`src/rtl/tlb_pkg.sv`:
```
package tlb_pkg;
  typedef struct packed {
    logic invAll;
    logic invOne;
    logic wrMain;
    logic wrLock;
  } tlbStrobe_t;

  localparam logic [3:0] TGT_INSN = 4'd5;
  localparam logic [3:0] TGT_DATA = 4'd6;
  localparam logic [3:0] TGT_BOTH = 4'd7;
  localparam logic [2:0] OP_ALL   = 3'd0;
  localparam logic [2:0] OP_ONE   = 3'd1;
endpackage

```
`src/rtl/tlb_ctrl.sv`:
```
module tlb_ctrl
  import tlb_pkg::*;
#(
  parameter int SETS   = 8,
  parameter int WAYS   = 2,
  parameter int LOCK_N = 4,
  parameter int SET_W  = $clog2(SETS),
  parameter int WAY_W  = (WAYS > 1) ? $clog2(WAYS) : 1,
  parameter int SLOT_W = (LOCK_N > 1) ? $clog2(LOCK_N) : 1
) (
  input  logic              clk,
  input  logic              rstN,
  input  logic              mntValid,
  input  logic [2:0]        mntOp2,
  input  logic [3:0]        mntCrm,
  input  logic              fillValid,
  input  logic              fillLock,
  input  logic [SET_W-1:0]  fillSet,
  input  logic [LOCK_N-1:0] lockValid,
  output tlbStrobe_t        strobe,
  output logic [WAY_W-1:0]  wrWay,
  output logic [SLOT_W-1:0] wrSlot
);
  logic [WAY_W-1:0] rrPtr [SETS];
  logic tgtOk, opOk, isMnt, lockFree;
  logic [SLOT_W-1:0] freeSlot;

  assign tgtOk = (mntCrm == TGT_INSN) || (mntCrm == TGT_DATA) || (mntCrm == TGT_BOTH);
  assign opOk  = (mntOp2 == OP_ALL) || (mntOp2 == OP_ONE);
  assign isMnt = mntValid && tgtOk && opOk;

  always_comb begin
    lockFree = 1'b0;
    freeSlot = '0;
    for (int i = LOCK_N - 1; i >= 0; i--) begin
      if (!lockValid[i]) begin
        lockFree = 1'b1;
        freeSlot = SLOT_W'(i);
      end
    end
  end

  assign strobe.invAll = isMnt && (mntOp2 == OP_ALL);
  assign strobe.invOne = isMnt && (mntOp2 == OP_ONE);
  assign strobe.wrMain = fillValid && !fillLock && !isMnt;
  assign strobe.wrLock = fillValid && fillLock && !isMnt && lockFree;
  assign wrWay  = rrPtr[fillSet];
  assign wrSlot = freeSlot;

  always_ff @(posedge clk) begin
    if (!rstN) begin
      for (int s = 0; s < SETS; s++) rrPtr[s] <= '0;
    end else if (strobe.wrMain) begin
      rrPtr[fillSet] <= (rrPtr[fillSet] == WAY_W'(WAYS - 1)) ? '0 : rrPtr[fillSet] + 1'b1;
    end
  end

  assert_strobe_exclusive_R10: assert property (@(posedge clk) disable iff (!rstN)
    $onehot0({strobe.invAll, strobe.invOne, strobe.wrMain, strobe.wrLock}));

  assert_lock_slot_free_R4: assert property (@(posedge clk) disable iff (!rstN)
    strobe.wrLock |-> !lockValid[wrSlot]);

  assert_undefined_no_effect_R9: assert property (@(posedge clk) disable iff (!rstN)
    (mntValid && !(tgtOk && opOk)) |-> !(strobe.invAll || strobe.invOne));
endmodule

```
`src/rtl/tlb_datapath.sv`:
```
module tlb_datapath
  import tlb_pkg::*;
#(
  parameter int VPN_W  = 20,
  parameter int PPN_W  = 20,
  parameter int SETS   = 8,
  parameter int WAYS   = 2,
  parameter int LOCK_N = 4,
  parameter int SET_W  = $clog2(SETS),
  parameter int TAG_W  = VPN_W - SET_W,
  parameter int WAY_W  = (WAYS > 1) ? $clog2(WAYS) : 1,
  parameter int SLOT_W = (LOCK_N > 1) ? $clog2(LOCK_N) : 1
) (
  input  logic              clk,
  input  logic              rstN,
  input  tlbStrobe_t        strobe,
  input  logic [WAY_W-1:0]  wrWay,
  input  logic [SLOT_W-1:0] wrSlot,
  input  logic [VPN_W-1:0]  fillVpn,
  input  logic [PPN_W-1:0]  fillPpn,
  input  logic [VPN_W-1:0]  mntVa,
  input  logic              lkValid,
  input  logic [VPN_W-1:0]  lkVpn,
  output logic [LOCK_N-1:0] lockValid,
  output logic              lkHit,
  output logic [PPN_W-1:0]  lkPpn
);
  logic [WAYS-1:0]  mainV   [SETS];
  logic [TAG_W-1:0] mainTag [SETS][WAYS];
  logic [PPN_W-1:0] mainPpn [SETS][WAYS];
  logic [LOCK_N-1:0] lockV;
  logic [VPN_W-1:0] lockVpn [LOCK_N];
  logic [PPN_W-1:0] lockPpn [LOCK_N];

  logic [SET_W-1:0] fSet, mSet, lSet;
  logic [TAG_W-1:0] fTag, mTag, lTag;
  logic mHit, lHit;
  logic [PPN_W-1:0] mPpn, lPpn;
  logic [SETS*WAYS-1:0] mainVflat;

  assign fSet = fillVpn[SET_W-1:0];
  assign fTag = fillVpn[VPN_W-1:SET_W];
  assign mSet = mntVa[SET_W-1:0];
  assign mTag = mntVa[VPN_W-1:SET_W];
  assign lSet = lkVpn[SET_W-1:0];
  assign lTag = lkVpn[VPN_W-1:SET_W];
  assign lockValid = lockV;

  for (genvar g = 0; g < SETS; g++) begin : gFlat
    assign mainVflat[g*WAYS +: WAYS] = mainV[g];
  end

  always_ff @(posedge clk) begin
    if (!rstN) begin
      for (int s = 0; s < SETS; s++) mainV[s] <= '0;
      lockV <= '0;
    end else begin
      if (strobe.invAll) begin
        for (int s = 0; s < SETS; s++) mainV[s] <= '0;
      end
      if (strobe.invOne) begin
        for (int w = 0; w < WAYS; w++)
          if (mainV[mSet][w] && mainTag[mSet][w] == mTag) mainV[mSet][w] <= 1'b0;
        for (int l = 0; l < LOCK_N; l++)
          if (lockV[l] && lockVpn[l] == mntVa) lockV[l] <= 1'b0;
      end
      if (strobe.wrMain) mainV[fSet][wrWay] <= 1'b1;
      if (strobe.wrLock) lockV[wrSlot] <= 1'b1;
    end
  end

  always_ff @(posedge clk) begin
    if (strobe.wrMain) begin
      mainTag[fSet][wrWay] <= fTag;
      mainPpn[fSet][wrWay] <= fillPpn;
    end
    if (strobe.wrLock) begin
      lockVpn[wrSlot] <= fillVpn;
      lockPpn[wrSlot] <= fillPpn;
    end
  end

  always_comb begin
    mHit = 1'b0;
    mPpn = '0;
    for (int w = 0; w < WAYS; w++) begin
      if (mainV[lSet][w] && mainTag[lSet][w] == lTag) begin
        mHit = 1'b1;
        mPpn = mainPpn[lSet][w];
      end
    end
    lHit = 1'b0;
    lPpn = '0;
    for (int l = 0; l < LOCK_N; l++) begin
      if (lockV[l] && lockVpn[l] == lkVpn) begin
        lHit = 1'b1;
        lPpn = lockPpn[l];
      end
    end
  end

  always_ff @(posedge clk) begin
    if (!rstN) begin
      lkHit <= 1'b0;
      lkPpn <= '0;
    end else begin
      lkHit <= lkValid && (mHit || lHit);
      lkPpn <= !lkValid ? '0 : lHit ? lPpn : mHit ? mPpn : '0;
    end
  end

  assert_flush_clears_main_R6: assert property (@(posedge clk) disable iff (!rstN)
    strobe.invAll |=> (mainVflat == '0));

  assert_flush_keeps_lock_R6: assert property (@(posedge clk) disable iff (!rstN)
    strobe.invAll |=> (lockV == $past(lockV)));

  assert_miss_ppn_zero_R2: assert property (@(posedge clk) disable iff (!rstN)
    !lkHit |-> (lkPpn == '0));

  assert_idle_no_hit_R2: assert property (@(posedge clk) disable iff (!rstN)
    !lkValid |=> !lkHit);
endmodule

```
`src/rtl/tlb_unified.sv`:
```
module tlb_unified
  import tlb_pkg::*;
#(
  parameter int VPN_W  = 20,
  parameter int PPN_W  = 20,
  parameter int SETS   = 8,
  parameter int WAYS   = 2,
  parameter int LOCK_N = 4
) (
  input  logic             clk,
  input  logic             rstN,
  input  logic             lkValid,
  input  logic [VPN_W-1:0] lkVpn,
  output logic             lkHit,
  output logic [PPN_W-1:0] lkPpn,
  input  logic             fillValid,
  input  logic             fillLock,
  input  logic [VPN_W-1:0] fillVpn,
  input  logic [PPN_W-1:0] fillPpn,
  input  logic             mntValid,
  input  logic [2:0]       mntOp2,
  input  logic [3:0]       mntCrm,
  input  logic [VPN_W-1:0] mntVa
);
  localparam int SET_W  = $clog2(SETS);
  localparam int TAG_W  = VPN_W - SET_W;
  localparam int WAY_W  = (WAYS > 1) ? $clog2(WAYS) : 1;
  localparam int SLOT_W = (LOCK_N > 1) ? $clog2(LOCK_N) : 1;

  tlbStrobe_t        strobe;
  logic [WAY_W-1:0]  wrWay;
  logic [SLOT_W-1:0] wrSlot;
  logic [LOCK_N-1:0] lockValid;

  tlb_ctrl #(
    .SETS(SETS), .WAYS(WAYS), .LOCK_N(LOCK_N),
    .SET_W(SET_W), .WAY_W(WAY_W), .SLOT_W(SLOT_W)
  ) ctrl (
    .clk(clk), .rstN(rstN),
    .mntValid(mntValid), .mntOp2(mntOp2), .mntCrm(mntCrm),
    .fillValid(fillValid), .fillLock(fillLock), .fillSet(fillVpn[SET_W-1:0]),
    .lockValid(lockValid),
    .strobe(strobe), .wrWay(wrWay), .wrSlot(wrSlot)
  );

  tlb_datapath #(
    .VPN_W(VPN_W), .PPN_W(PPN_W), .SETS(SETS), .WAYS(WAYS), .LOCK_N(LOCK_N),
    .SET_W(SET_W), .TAG_W(TAG_W), .WAY_W(WAY_W), .SLOT_W(SLOT_W)
  ) dp (
    .clk(clk), .rstN(rstN),
    .strobe(strobe), .wrWay(wrWay), .wrSlot(wrSlot),
    .fillVpn(fillVpn), .fillPpn(fillPpn), .mntVa(mntVa),
    .lkValid(lkValid), .lkVpn(lkVpn),
    .lockValid(lockValid), .lkHit(lkHit), .lkPpn(lkPpn)
  );
endmodule

```
`config.mk`:
```
export PLATFORM = sky130hd
export DESIGN_NAME = tlb_unified
export DESIGN_NICKNAME = d
export VERILOG_FILES = /design/src/rtl/tlb_pkg.sv /design/src/rtl/tlb_ctrl.sv /design/src/rtl/tlb_datapath.sv /design/src/rtl/tlb_unified.sv
export SDC_FILE = /design/constraint.sdc
export NUM_CORES = 1
export LEC_CHECK = 0
export ABC_CLOCK_PERIOD_IN_PS = 7800
export BUFFER_PORTS_ARGS = -buffer_cell sky130_fd_sc_hd__buf_2
export CELL_PAD_IN_SITES_DETAIL_PLACEMENT = 0
export CELL_PAD_IN_SITES_GLOBAL_PLACEMENT = 2
export CORE_UTILIZATION = 49
export DETAILED_ROUTE_END_ITERATION = 10
export GPL_ROUTABILITY_DRIVEN = 0
export PLACE_DENSITY = 0.87
export SLEW_MARGIN = 0
export SYNTH_ARGS = -nofsm -noshare
export SYNTH_HDL_FRONTEND = slang
export SYNTH_SLANG_ARGS = --single-unit
```
`constraint.sdc`:
```
create_clock -name clk -period 7.8 [get_ports clk]
set_input_delay 0.39 -clock clk [delete_from_list [all_inputs] [get_ports clk]]
set_output_delay 0.39 -clock clk [all_outputs]
set_load 0.03 [all_outputs]
```
==> metrics.txt <==
outcome finished clean; DP HPWL 53.71 mm; clock root cell clkbuf_16; global-route wire length before repair 129.8 mm; maxcap violations 0; critical-path cell list xor2_1 -> nor4_1 -> nand4_1 -> or2_1 -> nand4_1 -> nand2b_2 -> o31a_1 -> o31ai_2; Avg Cell Area, Syn 18.05 um^2; H-tree Lvls 3; post-layout min period 3873 ps; number of global-route vias before repair 19290; setup violators final 0; most used cell, CP nand4_1; worst hold slack 147.6 ps; EDFF count, synth 768; RSZ-0062 raised after global routing false; Initial DRT Pass Iterations 6; Routed Antenna Nets 0; Max Slew Vio Count 0; total CTS buffers 83; Most used DFF post-synth edfxtp_1; die area 72390 um^2; initial antenna violation count 5; Area after DPL 36490 um^2; die width 269.1 um; max frequency 258.2 MHz; Core Box Area 70270 um^2; relative slew slack 0.1781; final hold vios 0; placed insts 2894; clk slew on worst S/H paths 60 ps; vias per cell 6.230; Setup CP Type register to register; required time of the critical path 8310 ps; GRT Util Overall 0.2535; worst min-delay path class input pin to register; startpoint types register; final WL 89.67 mm; Yosys reg bits 801; Total Power 9239 uW; DR iter-0 viols 1827; Hold Buf Count CTS 0; layout cells sized above 1 0.2463; power per cell area 236.1 nW/um^2; Worst path max stage delay 730 ps; crit path DAT 4380 ps; TritonCTS clock tree done; Syn Nets 2029; post-CTS sizing 0; Async S/R FF share, synth 0; Critical-path top delay cell nand2b_2; synthesized area 34940 um^2; Clock Skew 24.10 ps; Slew @ Worst Pin 1232 ps; Lkg Pwr 0.01276 uW; cells after synthesis 1936; Post-CTS Setup Inserts 0; synth warn 0; Avg WL per Cell 29.44 um; Cell Rows 97; Area Overhead vs Synth 11.99%; part of the Yosys area used for sequential elements 0.6789; Clock Latency Late Sink 650 ps; worst vdd ir 185.7 uV; GRT overflow 0; post-route DRC violation count 0; largest net degree at the start of global routing 69; Final Cell Area 39140 um^2; final net count 2132; Sum Neg Setup Slack 0 ps; period utilisation layout 0.4966; die height 269.1 um; clk buf depth 3; # clock sinks 801; Starting Density 0.4973; final non-filler cell total 3046; CP endpoint kind register; Buffers on Ports 113; Worst Path Max Fanout 36; IO Pins 114; Vias 18980; count of different cell masters after synthesis 55
==> layer usage <==
metal,share of wire,track usage,vias up
met5,0.00010,0,-
met4,0.032,0.08738,2
met3,0.079,0.04037,157
met2,0.50,0.4222,854
met1,0.39,0.3406,9965
li1,-,-,7998
==> critical path, delay by kind of cell, from the launching register on <==
kind	cells	cell delay [ps]
xor gates and xnor gates	1	160
and+or+nand+nor	5	2790
AOI/OAI and AO/OA	2	320
DFF	1	420
==> final cells by class <==
cell class / instances / area (um^2)
timing repair buffer: 147 / 847.1
antenna: 3 / 7.507
fill: 5317 / 31130
clock inverter: 48 / 499.2
multi-input combinational: 990 / 10680
inverter: 16 / 60.06
clock buffer: 101 / 2145
tap: 940 / 1176
sequential: 801 / 23720
==> per-stage QoR <==
step / util / worst slack [ps]
floorplan: - / 3270
global placement: 0.5192 / 3271
detailed placement: 0.5192 / 3076
CTS: 0.5568 / 3755
global route: 0.5569 / 3556
finish: 0.5569 / 3927
==> sequential cells by signal, summed over array words and instances (netlist names) <==
name	count
ctrl.rrPtr	8
dp.lkHit	1
dp.lkPpn	20
dp.lockPpn	80
dp.lockValid	4
dp.lockVpn	80
dp.mainPpn	320
dp.mainTag	272
dp.mainV	16
==> synth_stat cells (8+ instances only) <==
master    instances  area [um^2]
or3_1            12        75.07
and3_1           14        87.58
nor4_1           30        187.7
clkbuf_1         70        262.8
nand3_1          19        95.09
o31ai_1          10        75.07
o31a_1           12        105.1
dfxtp_1          33        660.6
o311ai_1          8        70.07
a211oi_1         20        150.1
mux2i_1         132         1321
a22oi_1          12        90.09
buf_4            10        75.07
o21a_1            8        60.06
xnor2_1         132         1156
a21oi_1          20        100.1
o21ai_0          34        170.2
nand4_1          29        181.4
buf_2            31        155.2
xor2_1           89        779.5
edfxtp_1        768        23060
nor2_1           76        285.3
buf_1            11        41.29
mux4_2          212         4775
inv_1            14        52.55
nor3_1           30        150.1
nand2_1          35        131.4
==> power by group <==
group | total, uW | switching, uW | internal, uW
Sequential | 4770 | 15.9 | 4750
Clock | 3880 | 1670 | 2210
Combinational | 592 | 365 | 227
==> cell usage in the layout, fill, tap and decap left out, types with 4 or more instances in the layout <==
| cell | count |
|---|---|
| buf_2 | 108 |
| o31ai_2 | 7 |
| bufinv_16 | 7 |
| mux4_2 | 212 |
| xnor2_1 | 132 |
| nor2_1 | 66 |
| mux2_2 | 7 |
| or3_1 | 12 |
| inv_1 | 14 |
| nor2b_1 | 4 |
| edfxtp_1 | 768 |
| nand4_1 | 29 |
| and3_1 | 14 |
| o311ai_1 | 8 |
| mux2i_1 | 132 |
| nand3_1 | 19 |
| o21a_1 | 8 |
| a211oi_1 | 20 |
| dfxtp_1 | 33 |
| clkbuf_16 | 83 |
| o21ai_0 | 34 |
| nor3_1 | 21 |
| clkbuf_1 | 18 |
| o31a_1 | 12 |
| o31ai_1 | 10 |
| clkinv_1 | 17 |
| xor2_1 | 89 |
| a22oi_1 | 12 |
| o22a_1 | 4 |
| a21oi_1 | 20 |
| nor4_1 | 30 |
| nand2_1 | 35 |
| nor2_4 | 10 |
| buf_4 | 37 |
| nor3_2 | 9 |
| clkinv_2 | 13 |
==> path summary, 6_finish.rpt <==
kind                                                  start                           to  slack, ps  cells after the start
worst max-delay path            dp.lockVpn[2][18]$_DFFE_PP_       dp.lkPpn[1]$_SDFF_PN0_       3930                      8
worst min-delay path                            fillPpn[19]  dp.mainPpn[7][39]$_DFFE_PP_        150                      1
worst max register to register  dp.lockVpn[2][18]$_DFFE_PP_       dp.lkPpn[1]$_SDFF_PN0_       3930                      8
worst min register to register        ctrl.rrPtr[5]$_DFF_P_        ctrl.rrPtr[5]$_DFF_P_        480                      2
==> kinds of logic (layout without fill, tap and decap cells) <==
group           count (synthesis)  in the layout  synth area share
flops                         801            801            0.6789
xor+xnor                      221            221           0.05539
compound gates                151            151           0.03137
simple gates                  267            267           0.03842
other cells                     0              3                 0
buf+inv                       145            312           0.01926
mux                           351            351            0.1767
Note: power is estimated with default switching activity, not from simulation.
